[config.mk]
export PLATFORM = sky130hd
export DESIGN_NAME = tslot_ram_ctrl
export DESIGN_NICKNAME = d
export VERILOG_FILES = /design/src/rtl/tslot_pkg.sv /design/src/rtl/tslot_fsm.sv /design/src/rtl/tslot_addr_mux.sv /design/src/rtl/tslot_rd_capture.sv /design/src/rtl/tslot_ram_ctrl.sv
export SDC_FILE = /design/constraint.sdc
export NUM_CORES = 1
export LEC_CHECK = 0
export BUFFER_PORTS_ARGS = -buffer_cell sky130_fd_sc_hd__buf_2
export CAP_MARGIN = 20
export CORE_MARGIN = 8
export CORE_UTILIZATION = 30
export CTS_CLUSTER_SIZE = 40
export DETAILED_ROUTE_END_ITERATION = 7
export PLACE_DENSITY = 0.76
export SLEW_MARGIN = 10
export SYNTH_ARGS = -nofsm -noshare
export SYNTH_HDL_FRONTEND = slang
export SYNTH_HIERARCHICAL = 1
export SYNTH_SLANG_ARGS = --single-unit
[constraint.sdc]
create_clock -name clk -period 2.2 [get_ports clk]
set_input_delay 0.44 -clock clk [delete_from_list [all_inputs] [get_ports clk]]
set_output_delay 0.44 -clock clk [all_outputs]
set_load 0.02 [all_outputs]
[src/rtl/tslot_pkg.sv]
package tslot_pkg;
  typedef enum logic [1:0] {
    ST_WR_IDLE = 2'b00,
    ST_WR_GO   = 2'b01,
    ST_RD_IDLE = 2'b10,
    ST_RD_GO   = 2'b11
  } slot_state_t;
endpackage

[src/rtl/tslot_fsm.sv]
module tslot_fsm
  import tslot_pkg::*;
(
  input  logic        clk,
  input  logic        rst,
  input  logic        wr_pend,
  input  logic        rd_pend,
  output slot_state_t state_o,
  output logic        rd_slot_o,
  output logic        wr_go_o,
  output logic        rd_go_o
);
  slot_state_t state_q, state_d;

  // The decision for the following slot is taken in the current slot.
  always_comb begin
    case (state_q)
      ST_WR_IDLE, ST_WR_GO: state_d = rd_pend ? ST_RD_GO : ST_RD_IDLE;
      default:              state_d = wr_pend ? ST_WR_GO : ST_WR_IDLE;
    endcase
  end

  always_ff @(posedge clk) begin
    if (rst) state_q <= ST_WR_IDLE;
    else     state_q <= state_d;
  end

  assign state_o   = state_q;
  assign rd_slot_o = (state_q == ST_RD_IDLE) || (state_q == ST_RD_GO);
  assign wr_go_o   = (state_q == ST_WR_GO);
  assign rd_go_o   = (state_q == ST_RD_GO);

  // slots alternate every cycle
  a_r1_rd_then_wr: assert property (@(posedge clk) disable iff (rst)
    rd_slot_o |=> !rd_slot_o);
  a_r1_wr_then_rd: assert property (@(posedge clk) disable iff (rst)
    !rd_slot_o |=> rd_slot_o);
  // write seen in read slot is issued next cycle
  a_r4_write_next: assert property (@(posedge clk) disable iff (rst)
    (rd_slot_o && wr_pend) |=> wr_go_o);
  // read seen in write slot is issued next cycle
  a_r5_read_next: assert property (@(posedge clk) disable iff (rst)
    (!rd_slot_o && rd_pend) |=> rd_go_o);
endmodule

[src/rtl/tslot_addr_mux.sv]
module tslot_addr_mux #(
  parameter int ADDR_W = 14
) (
  input  logic              sel_rd,
  input  logic [ADDR_W-1:0] wr_addr,
  input  logic [ADDR_W-1:0] rd_addr,
  output logic [ADDR_W-1:0] mem_addr
);
  // Stands in for board-level address buffers: one owner per slot.
  assign mem_addr = sel_rd ? rd_addr : wr_addr;
endmodule

[src/rtl/tslot_rd_capture.sv]
module tslot_rd_capture #(
  parameter int DATA_W = 8
) (
  input  logic              clk,
  input  logic              rst,
  input  logic              issue,
  input  logic [DATA_W-1:0] mem_rdata,
  output logic              rsp_valid,
  output logic [DATA_W-1:0] rsp_data
);
  logic issue_q;

  always_ff @(posedge clk) begin
    if (rst) begin
      issue_q   <= 1'b0;
      rsp_valid <= 1'b0;
      rsp_data  <= '0;
    end else begin
      issue_q   <= issue;
      rsp_valid <= issue_q;
      if (issue_q) rsp_data <= mem_rdata;
    end
  end

  // reads issue at most every other cycle, so responses are single pulses
  a_r6_single_pulse: assert property (@(posedge clk) disable iff (rst)
    rsp_valid |=> !rsp_valid);
endmodule

[src/rtl/tslot_ram_ctrl.sv]
module tslot_ram_ctrl
  import tslot_pkg::*;
#(
  parameter int ADDR_W = 14,
  parameter int DATA_W = 8
) (
  input  logic              clk,
  input  logic              rst,
  input  logic              wr_valid,
  output logic              wr_ready,
  input  logic [ADDR_W-1:0] wr_addr,
  input  logic [DATA_W-1:0] wr_data,
  input  logic              rd_req_valid,
  output logic              rd_req_ready,
  input  logic [ADDR_W-1:0] rd_addr,
  output logic              rd_rsp_valid,
  output logic [DATA_W-1:0] rd_rsp_data,
  output logic [ADDR_W-1:0] mem_addr,
  output logic              mem_we,
  output logic [DATA_W-1:0] mem_wdata,
  input  logic [DATA_W-1:0] mem_rdata
);
  slot_state_t state;
  logic rd_slot, wr_go, rd_go;

  tslot_fsm u_fsm (
    .clk(clk), .rst(rst), .wr_pend(wr_valid), .rd_pend(rd_req_valid),
    .state_o(state), .rd_slot_o(rd_slot), .wr_go_o(wr_go), .rd_go_o(rd_go)
  );

  tslot_addr_mux #(.ADDR_W(ADDR_W)) u_mux (
    .sel_rd(rd_slot), .wr_addr(wr_addr), .rd_addr(rd_addr), .mem_addr(mem_addr)
  );

  tslot_rd_capture #(.DATA_W(DATA_W)) u_cap (
    .clk(clk), .rst(rst), .issue(rd_go), .mem_rdata(mem_rdata),
    .rsp_valid(rd_rsp_valid), .rsp_data(rd_rsp_data)
  );

  assign wr_ready     = wr_go;
  assign rd_req_ready = rd_go;
  assign mem_we       = (state == ST_WR_GO);
  assign mem_wdata    = wr_data;

  // the memory is written only while the read port is not being served
  a_r3_we_not_read: assert property (@(posedge clk) disable iff (rst)
    mem_we |-> !rd_req_ready);
  // every response follows a read handshake by two cycles
  a_r6_rsp_after_accept: assert property (@(posedge clk) disable iff (rst)
    rd_rsp_valid |-> $past(rd_req_valid && rd_req_ready, 2));
  // a write issue is followed by a read slot, never another write
  a_r1_no_double_write: assert property (@(posedge clk) disable iff (rst)
    wr_ready |=> !wr_ready);
endmodule

# Word-level counts from Yosys, hierarchy flattened
# Cells that the tools add are included.
# word_totals
register_bits,12
in_bits,48
elab_cells,14
# classes
n_eq_ne,3
n_mux,4
n_reduce_logical,3
# op_table
cell,n
$mux 14,1
$eq 2x2->1 const B,2
$eq 2x1->1 const B,1
$logic_not 2->1,1
$mux 1,2
$mux 2,1
$reduce_or 2->1,1
$logic_or 1x1->1,1

# Depth between registers and ports, before layout
# logic_depth
depth_word,3
ltp_mapped,3
mapped_depth_nobuf,2

# Cells and area by module
# Netlist, hierarchy kept.
# by_module_without_submodules
mod,n_inst,cells_per_inst,area_each_um2
tslot_rd_capture,1,30,339.1
tslot_addr_mux,1,15,168.9
tslot_fsm,1,8,77.6
tslot_ram_ctrl,1,9,73.8

# Least setup slack after synthesis
# Ideal clock, no wire load.
# synth_path
path_type,register -> output
start,"register u_fsm.state_q[1], in the netlist u_fsm/state_o[1]"
end,output port mem_addr[10]
arrival_ps,1208
required_ps,1760
slack_ps,552
path_stages_with_launch,4
n_path_buf,2
path_cell_list,dfxtp_1 clkbuf_1 buf_6 mux2_2
# synth_between
elab_chain_cells,3
# synth_lines
element,line,text
"start, declared",tslot_fsm.sv:13,"slot_state_t state_q, state_d;"
"start signal, assigned",tslot_fsm.sv:25,else state_q <= state_d;
$eq 2x2->1,tslot_fsm.sv:29,assign rd_slot_o = (state_q == ST_RD_IDLE) || (state_q == ST_RD_GO);
$logic_or 1x1->1 (*),tslot_fsm.sv:29,
named net rd_slot,tslot_ram_ctrl.sv:24,"logic rd_slot, wr_go, rd_go;"
$mux 14 (*),tslot_addr_mux.sv:10,assign mem_addr = sel_rd ? rd_addr : wr_addr;
"end, declared",tslot_ram_ctrl.sv:18,"output logic [ADDR_W-1:0] mem_addr,"
# The timed path passes the listed nets; every way through them passes the cells marked *.

# Worst setup path in the final report
# layout_path
start,"register u_fsm.state_q[1], in the netlist u_fsm/state_o[1]"
end,output port mem_addr[8]
# layout_between
elab_chain_cells,3
# layout_lines
element,line
$eq 2x2->1,tslot_fsm.sv:29
$logic_or 1x1->1 (*),tslot_fsm.sv:29
$mux 14 (*),tslot_addr_mux.sv:10
# Mark *: on every way between the ends. The rest lies on a longest branch, timed or not.

==> impl_results.md <==
- Vias in the first global route: between 700 and 800
- Net Sw Frac: 27.2%
- Finished Core Util: 44.6%
- WP data required: 1.76 ns
- CP cell instances: buf_4, mux2_2, buf_2
- Die Ht: 62.9 um
- Root Buffer: clkbuf_4
- Worst Hold Launch: rd_req_valid
- Final HPWL DP: roughly 1800 um
- Top FF cell, synth: dfxtp_1
- Top post-synthesis cells by area: dfxtp_1 36%, mux2_2 24%, mux2i_1 14%
- Worst-path fanout max: 19
- Hold Crit Depth: 3
- DIE WIDTH: ~63 um
- R2R depth: 2
- Count leader, synth: mux2_2
- Yosys top cell by area: dfxtp_1
- Initial antenna violation count: 0
- CTS Sinks: 12
- Post-route ant nets: 0
- Area Growth Syn to Fin: 45.4%
- Status: finished clean
- Register area share after synthesis: 36.4%
- Worst path slowest cell: mux2_2
- Sw Pwr: roughly 0.00013 W
- # hold bufs at CTS: 0
- Die footprint: 3950 sq um
- Max-cap violations: 0
- DR iter-0 viols: 6
- First-pass GRT wire length: around 3200 um
- Buffers on Ports: 65
- Final nets: about 170
- Highest Clock Rate: 564 MHz
- Fraction of layout cells with a size suffix above 1: 72.3%
- Fin Setup TNS: 0 ns
- IR drop worst, VDD: around 0.22 mV
- Logic gate share of total power: 29.9%
- Ports: 82
- Post-synth top area share: 36.4%
- Ys Warns: 6
- Setup slack, reg-to-reg: approximately 1.1 ns
- DRC viols: 0
- Drt first pass iters: 4
- Leakage: 0.497 nW
- Measured slew at the worst slew-check pin: 0.480 ns
- Syn_area_per_cell: ~11 sq um
- Slew Viols, Final: 0
- Max clock buf depth: 2
- HP Class: in -> reg
- CORE AREA: 2150 sq um
- Post-CTS Setup Inserts: 0
- Reg2reg end: u_cap/rsp_data[4]
- CP peak stage delay: roughly 0.36 ns
- Rows: 17
- Post-CTS sizing: 0
- Clk pwr share: 24.1%
- Slew HR: 67.9%
- Routed length per instance: around 13 um
- RSZ-0062 raised after global routing: false
- Endpoints failing setup: 0
- DR vias/cell: 4.43
- Post-Synthesis Cells: 62
- Largest net degree at the start of global routing: 20
- Overflow after GRT: 0
- Worst flop-to-flop path startpoint: u_cap/issue_q
- Number of synthesized flops with an enable pin: 0
- Num CTS Buffers: 3
- Clock transition at path regs: 0.07 ns
- Netlist cell types: 12
- Starting Density: 30.7%
- Fin crit period: between 1.5 and 2 ns
- Crit path kind: reg -> out
- Hold Vio Cnt, Final: 0
- Internal power: between 0.0003 and 0.0004 W
- RePlAce Congestion: 0.741
- Post-synth top cells: 14 x mux2_2, 12 x dfxtp_1, 10 x nor2_1, 9 x mux2i_1, 8 x buf_4
- Hold worst-path end: u_fsm/state_o[0]
- Worst skew pair latency: ~0.25 ns
- Post-synth net total: 110
- DR vias: 651
- Final Skew: between 0.008 and 0.009 ns
- CP startpoint kind: flip-flop
- Ant diodes: 0
- Filler Cell Count: 222
- Crit end category: primary output
- Fraction of registers with async set/reset: 0%
- Htree depth: 1
- Fin Hold WS: 0.410 ns
- CTS tree: built
- Synth Cell Area: 659 sq um
- Final Cycle Share: approximately four fifths
- Sequential share of power: 46.0%
- Worst Path Arrival: ~1.3 ns
- Power per cell area: 515 nW/um^2
- Flops & latches, synth: 12
- Final WL: 1920 um
- GRT Total Usage: 9.70%
[cells in the final DEF (no fill, tap or decap)]
cell	Yosys	layout
buf_4	8	1
nor2b_4	1	1
nor2b_1	2	2
and2_2	1	1
mux2_2	14	14
and2b_2	1	1
clkbuf_4	0	3
buf_2	1	65
nor2_1	10	10
mux2i_1	9	9
dfxtp_1	12	12
[critical path: cells and delay by family (launching register included)]
kind / cells / cell delay [ns]
multiplexers: 1 / 0.36
flip-flops: 1 / 0.31
buffers and inverters: 2 / 0.41
[sequential cells by signal, indices dropped and copies added (netlist names)]
| signal | cells |
|---|---|
| u_cap/issue_q | 1 |
| u_cap/rsp_data | 8 |
| u_cap/rsp_valid | 1 |
| u_fsm/state_o | 2 |
[kinds of logic (layout without fill, tap and decap cells)]
family / Yosys count / after routing / synth area share [%]
mux: 23 / 23 / 37.6
buf+inv: 12 / 69 / 13.9
simple gates: 15 / 15 / 12.1
flops: 12 / 12 / 36.4
[power groups by stage]
stage                     combinational, W  clock, W  sequential [W]
after floorplan                   0.000106         0        0.000236
after CTS                         0.000151  0.000126        0.000227
after global routing              0.000160  0.000146        0.000228
after global placement            0.000148         0        0.000232
after detailed placement          0.000150         0        0.000232
final                             0.000147  0.000119        0.000227
[metal layers]
metal | vias up | share of wire [%] | track usage, %
met3 | 0 | 21 | 9.86
met5 | - | 0 | 0
li1 | 314 | - | -
met1 | 278 | 34 | 8.67
met2 | 59 | 45 | 15.4
met4 | 0 | 0 | 1.71
[layout make-up]
type                            instances  area, sq um  share of cell area (%)
Multi-Input combinational cell         38          328                    34.2
Sequential cell                        12          240                    25.1
Tap cell                               28         35.0                    3.66
Clock buffer                            3         22.5                    2.35
Timing Repair Buffer                   66          333                    34.7
[how the worst max path moves through the flow]
stage	startpoint	end	slack (ns)	depth (start not counted)
after global routing	u_fsm/state_o[1]	mem_addr[5]	0.32	3
after global placement	u_fsm/state_o[1]	mem_addr[5]	0.71	3
after detailed placement	u_fsm/state_o[1]	mem_addr[8]	0.70	3
after floorplan	u_fsm/state_o[1]	mem_addr[10]	0.55	3
final	u_fsm/state_o[1]	mem_addr[8]	0.43	3
after CTS	u_fsm/state_o[1]	mem_addr[8]	0.40	3
[through the flow]
stage	cell area (sq um)	instances	setup WS, ns	power, W
final	958	147	0.426	0.000494
after detailed placement	936	144	0.695	0.000382
after global routing	958	147	0.324	0.000534
after floorplan	659	62	0.552	0.000342
after CTS	958	147	0.405	0.000504
after global placement	936	144	0.715	0.000379
Note: power is estimated with default switching activity, not from simulation.
